==> src/rtl/irq_arb_pkg.sv <==
package irq_arb_pkg;
  localparam int LVL_NUM  = 5;
  localparam int LVL_W    = 3;
  localparam int PF_LEVEL = 4;

  typedef enum logic [1:0] {
    SEL_PEND   = 2'd0,
    SEL_ENABLE = 2'd1,
    SEL_PRIO   = 2'd2,
    SEL_SPARE  = 2'd3
  } reg_sel_e;
endpackage

==> src/rtl/irq_flag_bank.sv <==
module irq_flag_bank #(
  parameter int NUM_SRC = 6,
  parameter logic [NUM_SRC-1:0] EDGE_MASK = '0,
  parameter logic [NUM_SRC-1:0] AUTO_CLR_MASK = '0
) (
  input  logic               clk,
  input  logic               rst,
  input  logic [NUM_SRC-1:0] hw_req_i,
  input  logic               sw_wr_i,
  input  logic [NUM_SRC-1:0] sw_data_i,
  input  logic [NUM_SRC-1:0] grant_1h_i,
  output logic [NUM_SRC-1:0] pend_o
);
  logic [NUM_SRC-1:0] req_d_q;
  logic [NUM_SRC-1:0] hw_set;
  logic [NUM_SRC-1:0] pend_d;

  for (genvar i = 0; i < NUM_SRC; i++) begin : g_src
    if (EDGE_MASK[i]) begin : g_edge
      assign hw_set[i] = hw_req_i[i] & ~req_d_q[i];
    end else begin : g_level
      assign hw_set[i] = hw_req_i[i];
    end
  end

  always_comb begin
    pend_d = pend_o & ~(grant_1h_i & AUTO_CLR_MASK);
    if (sw_wr_i) pend_d = sw_data_i;
    pend_d = pend_d | hw_set;   // hardware has the last word
  end

  always_ff @(posedge clk) begin
    if (rst) begin
      req_d_q <= '0;
      pend_o  <= '0;
    end else begin
      req_d_q <= hw_req_i;
      pend_o  <= pend_d;
    end
  end

  AST_HW_SET_WINS: assert property (@(posedge clk) disable iff (rst)
    (hw_set != '0) |=> ((pend_o & $past(hw_set)) == $past(hw_set)));
endmodule

==> src/rtl/irq_pick.sv <==
module irq_pick
  import irq_arb_pkg::*;
#(
  parameter int NUM_SRC = 6,
  parameter int IDX_W = $clog2(NUM_SRC + 1)
) (
  input  logic [NUM_SRC-1:0]   cand_i,
  input  logic [2*NUM_SRC-1:0] prio_i,
  input  logic                 pf_req_i,
  input  logic [LVL_NUM-1:0]   active_i,
  output logic                 win_o,
  output logic [IDX_W-1:0]     win_idx_o,
  output logic [LVL_W-1:0]     win_lvl_o
);
  logic [LVL_W-1:0] lvl;

  always_comb begin
    win_o     = 1'b0;
    win_idx_o = '0;
    win_lvl_o = '0;
    lvl       = '0;
    // walk from the highest index down so lower indices take ties
    for (int i = NUM_SRC - 1; i >= 0; i--) begin
      lvl = {1'b0, prio_i[2*i +: 2]};
      if (cand_i[i] && ((active_i >> lvl) == '0) &&
          (!win_o || lvl >= win_lvl_o)) begin
        win_o     = 1'b1;
        win_idx_o = IDX_W'(i);
        win_lvl_o = lvl;
      end
    end
    if (pf_req_i && !active_i[PF_LEVEL]) begin
      win_o     = 1'b1;
      win_idx_o = IDX_W'(NUM_SRC);
      win_lvl_o = LVL_W'(PF_LEVEL);
    end
  end
endmodule

==> src/rtl/irq_level_stack.sv <==
module irq_level_stack
  import irq_arb_pkg::*;
(
  input  logic               clk,
  input  logic               rst,
  input  logic               push_i,
  input  logic [LVL_W-1:0]   push_lvl_i,
  input  logic               pop_i,
  output logic [LVL_NUM-1:0] mask_o
);
  logic [LVL_NUM-1:0] top_1h;
  logic [LVL_NUM-1:0] mask_d;

  always_comb begin
    top_1h = '0;
    for (int l = 0; l < LVL_NUM; l++) begin
      if (mask_o[l]) top_1h = LVL_NUM'(1) << l;
    end
    mask_d = mask_o;
    if (pop_i)  mask_d = mask_d & ~top_1h;
    if (push_i) mask_d = mask_d | (LVL_NUM'(1) << push_lvl_i);
  end

  always_ff @(posedge clk) begin
    if (rst) mask_o <= '0;
    else     mask_o <= mask_d;
  end

  AST_RETI_POPS_ONE: assert property (@(posedge clk) disable iff (rst)
    (pop_i && !push_i && mask_o != '0) |=>
      ($countones(mask_o) + 1 == $countones($past(mask_o))));
  AST_POP_KEEPS_LOWER: assert property (@(posedge clk) disable iff (rst)
    (pop_i && !push_i) |=> ((mask_o & ~$past(mask_o)) == '0));
endmodule

==> src/rtl/irq_nest_ctrl.sv <==
module irq_nest_ctrl
  import irq_arb_pkg::*;
#(
  parameter int NUM_SRC = 6,
  parameter logic [NUM_SRC-1:0] EDGE_MASK = 6'b001111,
  parameter logic [NUM_SRC-1:0] AUTO_CLR_MASK = 6'b001111,
  localparam int DATA_W = 2 * NUM_SRC,
  localparam int IDX_W = $clog2(NUM_SRC + 1)
) (
  input  logic               clk,
  input  logic               rst,
  input  logic [NUM_SRC-1:0] hw_req,
  input  logic               pf_in,
  input  logic               insn_end,
  input  logic               reti,
  input  logic               wr_en,
  input  logic [1:0]         wr_sel,
  input  logic [DATA_W-1:0]  wr_data,
  output logic               ack,
  output logic [IDX_W-1:0]   ack_vec,
  output logic [LVL_W-1:0]   ack_lvl,
  output logic [LVL_NUM-1:0] active_mask
);
  reg_sel_e           sel;
  logic [NUM_SRC-1:0] src_en_q;
  logic               gie_q;
  logic               pf_en_q;
  logic [DATA_W-1:0]  prio_q;
  logic               cfg_seen_q;
  logic               cfg_wr_now;
  logic               eval;
  logic               grant;
  logic [NUM_SRC-1:0] pend;
  logic [NUM_SRC-1:0] cand;
  logic [NUM_SRC-1:0] grant_1h;
  logic               win;
  logic [IDX_W-1:0]   win_idx;
  logic [LVL_W-1:0]   win_lvl;

  assign sel        = reg_sel_e'(wr_sel);
  assign cfg_wr_now = wr_en && (sel == SEL_ENABLE || sel == SEL_PRIO);
  assign eval       = insn_end && !cfg_seen_q && !cfg_wr_now;
  assign grant      = eval && win;
  assign cand       = pend & src_en_q & {NUM_SRC{gie_q}};

  always_comb begin
    grant_1h = '0;
    for (int i = 0; i < NUM_SRC; i++) begin
      if (grant && win_idx == IDX_W'(i)) grant_1h[i] = 1'b1;
    end
  end

  always_ff @(posedge clk) begin
    if (rst) begin
      src_en_q   <= '0;
      gie_q      <= 1'b0;
      pf_en_q    <= 1'b0;
      prio_q     <= '0;
      cfg_seen_q <= 1'b0;
    end else begin
      if (wr_en && sel == SEL_ENABLE) begin
        src_en_q <= wr_data[NUM_SRC-1:0];
        gie_q    <= wr_data[NUM_SRC];
        pf_en_q  <= wr_data[NUM_SRC+1];
      end
      if (wr_en && sel == SEL_PRIO) prio_q <= wr_data;
      if (insn_end)        cfg_seen_q <= 1'b0;
      else if (cfg_wr_now) cfg_seen_q <= 1'b1;
    end
  end

  always_ff @(posedge clk) begin
    if (rst) begin
      ack     <= 1'b0;
      ack_vec <= '0;
      ack_lvl <= '0;
    end else begin
      ack <= grant;
      if (grant) begin
        ack_vec <= win_idx;
        ack_lvl <= win_lvl;
      end
    end
  end

  irq_flag_bank #(
    .NUM_SRC(NUM_SRC), .EDGE_MASK(EDGE_MASK), .AUTO_CLR_MASK(AUTO_CLR_MASK)
  ) flags_i (
    .clk(clk), .rst(rst), .hw_req_i(hw_req),
    .sw_wr_i(wr_en && sel == SEL_PEND), .sw_data_i(wr_data[NUM_SRC-1:0]),
    .grant_1h_i(grant_1h), .pend_o(pend)
  );

  irq_pick #(.NUM_SRC(NUM_SRC), .IDX_W(IDX_W)) pick_i (
    .cand_i(cand), .prio_i(prio_q), .pf_req_i(pf_in && pf_en_q),
    .active_i(active_mask), .win_o(win), .win_idx_o(win_idx), .win_lvl_o(win_lvl)
  );

  irq_level_stack stack_i (
    .clk(clk), .rst(rst), .push_i(grant), .push_lvl_i(win_lvl),
    .pop_i(reti), .mask_o(active_mask)
  );

  AST_GRANT_ABOVE_ACTIVE: assert property (@(posedge clk) disable iff (rst)
    ack |-> (($past(active_mask) >> ack_lvl) == '0));
  AST_GRANT_MARKS_LEVEL: assert property (@(posedge clk) disable iff (rst)
    ack |-> active_mask[ack_lvl]);
  AST_NO_EVAL_ON_CFG: assert property (@(posedge clk) disable iff (rst)
    ack |-> ($past(insn_end) && !$past(cfg_wr_now) && !$past(cfg_seen_q)));
  AST_TOP_LEVEL_PF_ONLY: assert property (@(posedge clk) disable iff (rst)
    (ack && ack_lvl == LVL_W'(PF_LEVEL)) |-> (ack_vec == IDX_W'(NUM_SRC)));
  AST_ACK_NEEDS_STROBE: assert property (@(posedge clk) disable iff (rst)
    !insn_end |=> !ack);
endmodule

==> config.mk <==
export PLATFORM = sky130hd
export DESIGN_NAME = irq_nest_ctrl
export DESIGN_NICKNAME = d
export VERILOG_FILES = /design/src/rtl/irq_arb_pkg.sv /design/src/rtl/irq_flag_bank.sv /design/src/rtl/irq_pick.sv /design/src/rtl/irq_level_stack.sv /design/src/rtl/irq_nest_ctrl.sv
export SDC_FILE = /design/constraint.sdc
export NUM_CORES = 1
export LEC_CHECK = 0
export CAP_MARGIN = 5
export CORE_ASPECT_RATIO = 1.4
export CORE_MARGIN = 2
export CORE_UTILIZATION = 60
export DETAILED_ROUTE_END_ITERATION = 8
export DONT_BUFFER_PORTS = 1
export PLACE_DENSITY = 0.76
export SLEW_MARGIN = 20
export SYNTH_ARGS = -nofsm -noshare
export SYNTH_HDL_FRONTEND = slang
export SYNTH_SLANG_ARGS = --single-unit
==> constraint.sdc <==
create_clock -name clk -period 18.75 [get_ports clk]
set_clock_uncertainty 0.05 [all_clocks]
set_input_delay 3.75 -clock clk [delete_from_list [all_inputs] [get_ports clk]]
set_output_delay 3.75 -clock clk [all_outputs]
set_load 0.01 [all_outputs]
==> summary.md <==
| Metric | Value |
|---|---|
| DRT iter0 DRCs | between 100 and 150 |
| Warnings from Yosys | 0 |
| Detail Placement HPWL | roughly 4400 um |
| Vias | between 2000 and 2500 |
| Syn Inst Count | approximately 300 |
| Routability Congestion | about 0.89 |
| Cells after DPL | around 340 |
| Final setup viols | 0 |
| Slew Viols, Final | 0 |
| Final Cycle Share | between 40% and 50% |
| Worst path required time | ~19 ns |
| Unrepaired setup endpoints after global routing | false |
| CP max stage cell | o31ai_1 |
| Crit path largest cell delay | between 0.4 and 0.5 ns |
| Syn avg cell area | 8.159 um2 |
| Peak supply drop | around 0.000084 V |
| Final hold viol count | 0 |
| Worst Tran Pin Value | about 0.63 ns |
| Relative slew slack | around 57% |
| Core Box Area | roughly 4000 um2 |
| Pre-CTS WS | ~11 ns |
| H-Tree Depth | 2 |
| Drt first pass iters | 4 |
| Die Y | ~80 um |
| Die area | about 4700 um2 |
| Max-cap violations | 0 |
| Drc violations | 0 |
| I/O Pins | 38 |
| Clock slew at reported path FFs | about 0.080 ns |
| Largest net degree at the start of global routing | 44 |
| # port buffers | 0 |
| Synth Flop Type | dfxtp_1 |
| Critical path's top delay family | compound AO/OA/AOI/OAI gates |
| Num CTS Buffers | 5 |
| Final net count | 339 |
| Vias per inst | between 6 and 7 |
| Hold Path Class | reg -> reg |
| Clock sink count | 43 |
| Worst Slack Setup Final | 10.89 ns |
| Startpoint type of the worst setup path | flip-flop |
| Initial Utilization | 62.96% |
| Critical path fanouts, max | 8 |
| CP arrival | 8.04 ns |
| Maximum root-to-sink buffer count | 2 |
| Sequential share of the synthesized area | approximately a third |
| Total power | 0.1819 mW |
| Post-synth EDFFs | 0 |
| Fmax | 0.1272 GHz |
| Multi-input logic area | approximately 1500 um2 |
| Post-layout utilization of the core | between 60% and 70% |
| Status | completed |
| Initial antenna violation count | 0 |
| Fillers | ~360 |
| Die width | approximately 58 um |
| Setup TNS | 0 ns |
| Finished Layout Cells | 344 |
| Synthesis-to-layout area growth | 5.028% |
| CTS tree | done |
| CP bufs+invs | 0 |
| Vias in the first global route | about 2000 |
| Ys async rst share | 0% |
| Tmin final | approximately 7.9 ns |
| Grt ovf | 0 |
| Syn nets | roughly 340 |
| WL/cell | ~17 um |
| Site Rows | 27 |
| Kind of critical path | reg -> reg |
| Synth unique cells | 58 |
| Postcts setup bufs | 0 |
| Post-route antenna net violation count | 0 |
| Layout cells sized above 1 | about a tenth |
| Cts hold-fix bufs | 0 |
| Synth Register Bits | 43 |
| WL final | about 5700 um |
| Commonest non-fill, non-tap cell in the layout | nand2_1 |
| Clk_lat worst skew | roughly 0.30 ns |
| Seq. cell area | roughly 860 um2 |
| Mapped Area | ~2500 um2 |
| Inserted Diodes | 0 |
| Most frequent cells in the layout | nand2_1, dfxtp_1, a21oi_1, inv_1 |
| PwrDens | between 60 and 70 nW/um2 |
| Kind of end point of the critical path | flip-flop |
| Gr usage total | 25.90% |
| First-pass GRT wire length | just over 9000 um |
| Post-cts sizing count | 0 |
| Root buffer cell | clkbuf_8 |
| LEAKAGE | 0.9358 nW |
cells by family after synthesis:
kind of cell | share of synthesized area, %
simple gates | 22.83
flops | 34.59
compound gates | 31.02
buf+inv | 5.028
fa+ha+maj | 6.536
flip-flops by register name, indices dropped and copies added, names as in the netlist:
| register | cells |
|---|---|
| cfg_seen_q | 1 |
| flags_i.req_d_q | 4 |
| prio_q | 12 |
| gie_q | 1 |
| flags_i.pend_o | 6 |
| src_en_q | 6 |
| ack_lvl | 3 |
| ack | 1 |
| stack_i.mask_o | 5 |
| ack_vec | 3 |
| pf_en_q | 1 |
final timing paths:
kind	slack [ns]	from	depth (start not counted)	endpoint
hold reg to reg	0.40	src_en_q[4]	2	src_en_q[4]
setup reg to reg	10.89	stack_i.mask_o[4]	36	stack_i.mask_o[3]
hold / removal	0.40	src_en_q[4]	2	src_en_q[4]
setup / recovery	10.89	stack_i.mask_o[4]	36	stack_i.mask_o[3]
through the flow:
| stage | hold slack (ns) | cell area [um2] |
|---|---|---|
| after floorplan | 0.3817 | 2489 |
| after global placement | 0.3823 | 2496 |
| after detailed placement | 0.3863 | 2496 |
| after CTS | 0.3961 | 2614 |
| after global routing | 0.4192 | 2614 |
| final | 0.3984 | 2614 |
Yosys cell counts, types with 2 or more instances:
| library cell | n | share of area (%) |
|---|---|---|
| nand2_1 | 48 | 7.2 |
| dfxtp_1 | 43 | 35 |
| a21oi_1 | 42 | 8.4 |
| inv_1 | 21 | 3.2 |
| ha_1 | 13 | 6.5 |
| nor2_1 | 13 | 2.0 |
| nand3_1 | 12 | 2.4 |
| clkbuf_1 | 10 | 1.5 |
| nand2b_1 | 9 | 2.3 |
| o21ai_0 | 8 | 1.6 |
| a21o_1 | 5 | 1.5 |
| nor3_1 | 5 | 1.0 |
| o211ai_1 | 5 | 1.5 |
| o31ai_1 | 5 | 1.5 |
| a32oi_1 | 4 | 1.4 |
| nor2b_1 | 4 | 1.0 |
| o2111a_1 | 4 | 1.8 |
| o21ai_1 | 4 | 0.80 |
| a211oi_1 | 2 | 0.60 |
| a21o_2 | 2 | 0.70 |
| and2_1 | 2 | 0.50 |
| and3_1 | 2 | 0.50 |
| nand3_2 | 2 | 0.80 |
| nand3b_1 | 2 | 0.60 |
| o2111ai_1 | 2 | 0.70 |
| o211ai_2 | 2 | 1.0 |
| o32ai_1 | 2 | 0.70 |
| or3_1 | 2 | 0.50 |
area by class of cell:
| cell class | count | area share [%] |
|---|---|---|
| Inverter | 21 | 3.016 |
| Clock inverter | 2 | 1.340 |
| Sequential cell | 43 | 32.93 |
| Clock buffer | 6 | 3.159 |
| Tap cell | 43 | 2.058 |
| Multi-Input combinational cell | 229 | 57.49 |
routing by layer:
layer  global-route usage [%]  vias up  routed length, um
li1                         -     1090                  -
met1                    33.50     1003               2499
met2                    42.25       49               2839
met3                    4.831        9                261
met4                    9.535        0                104
met5                        0        -                  0
power breakdown:
part           switching, mW  leakage [nW]  internal [mW]
sequential           0.00258         0.351         0.0944
combinational        0.00561         0.524        0.00424
clock                 0.0320        0.0612         0.0431
total                 0.0401         0.936          0.142
tightest hold or removal path, stage by stage (launching register included):
cell and delay, ns:
dfxtp_1 0.31, nand2_1 0.05, a21oi_1 0.05
Power figures use the tool's default switching activity.
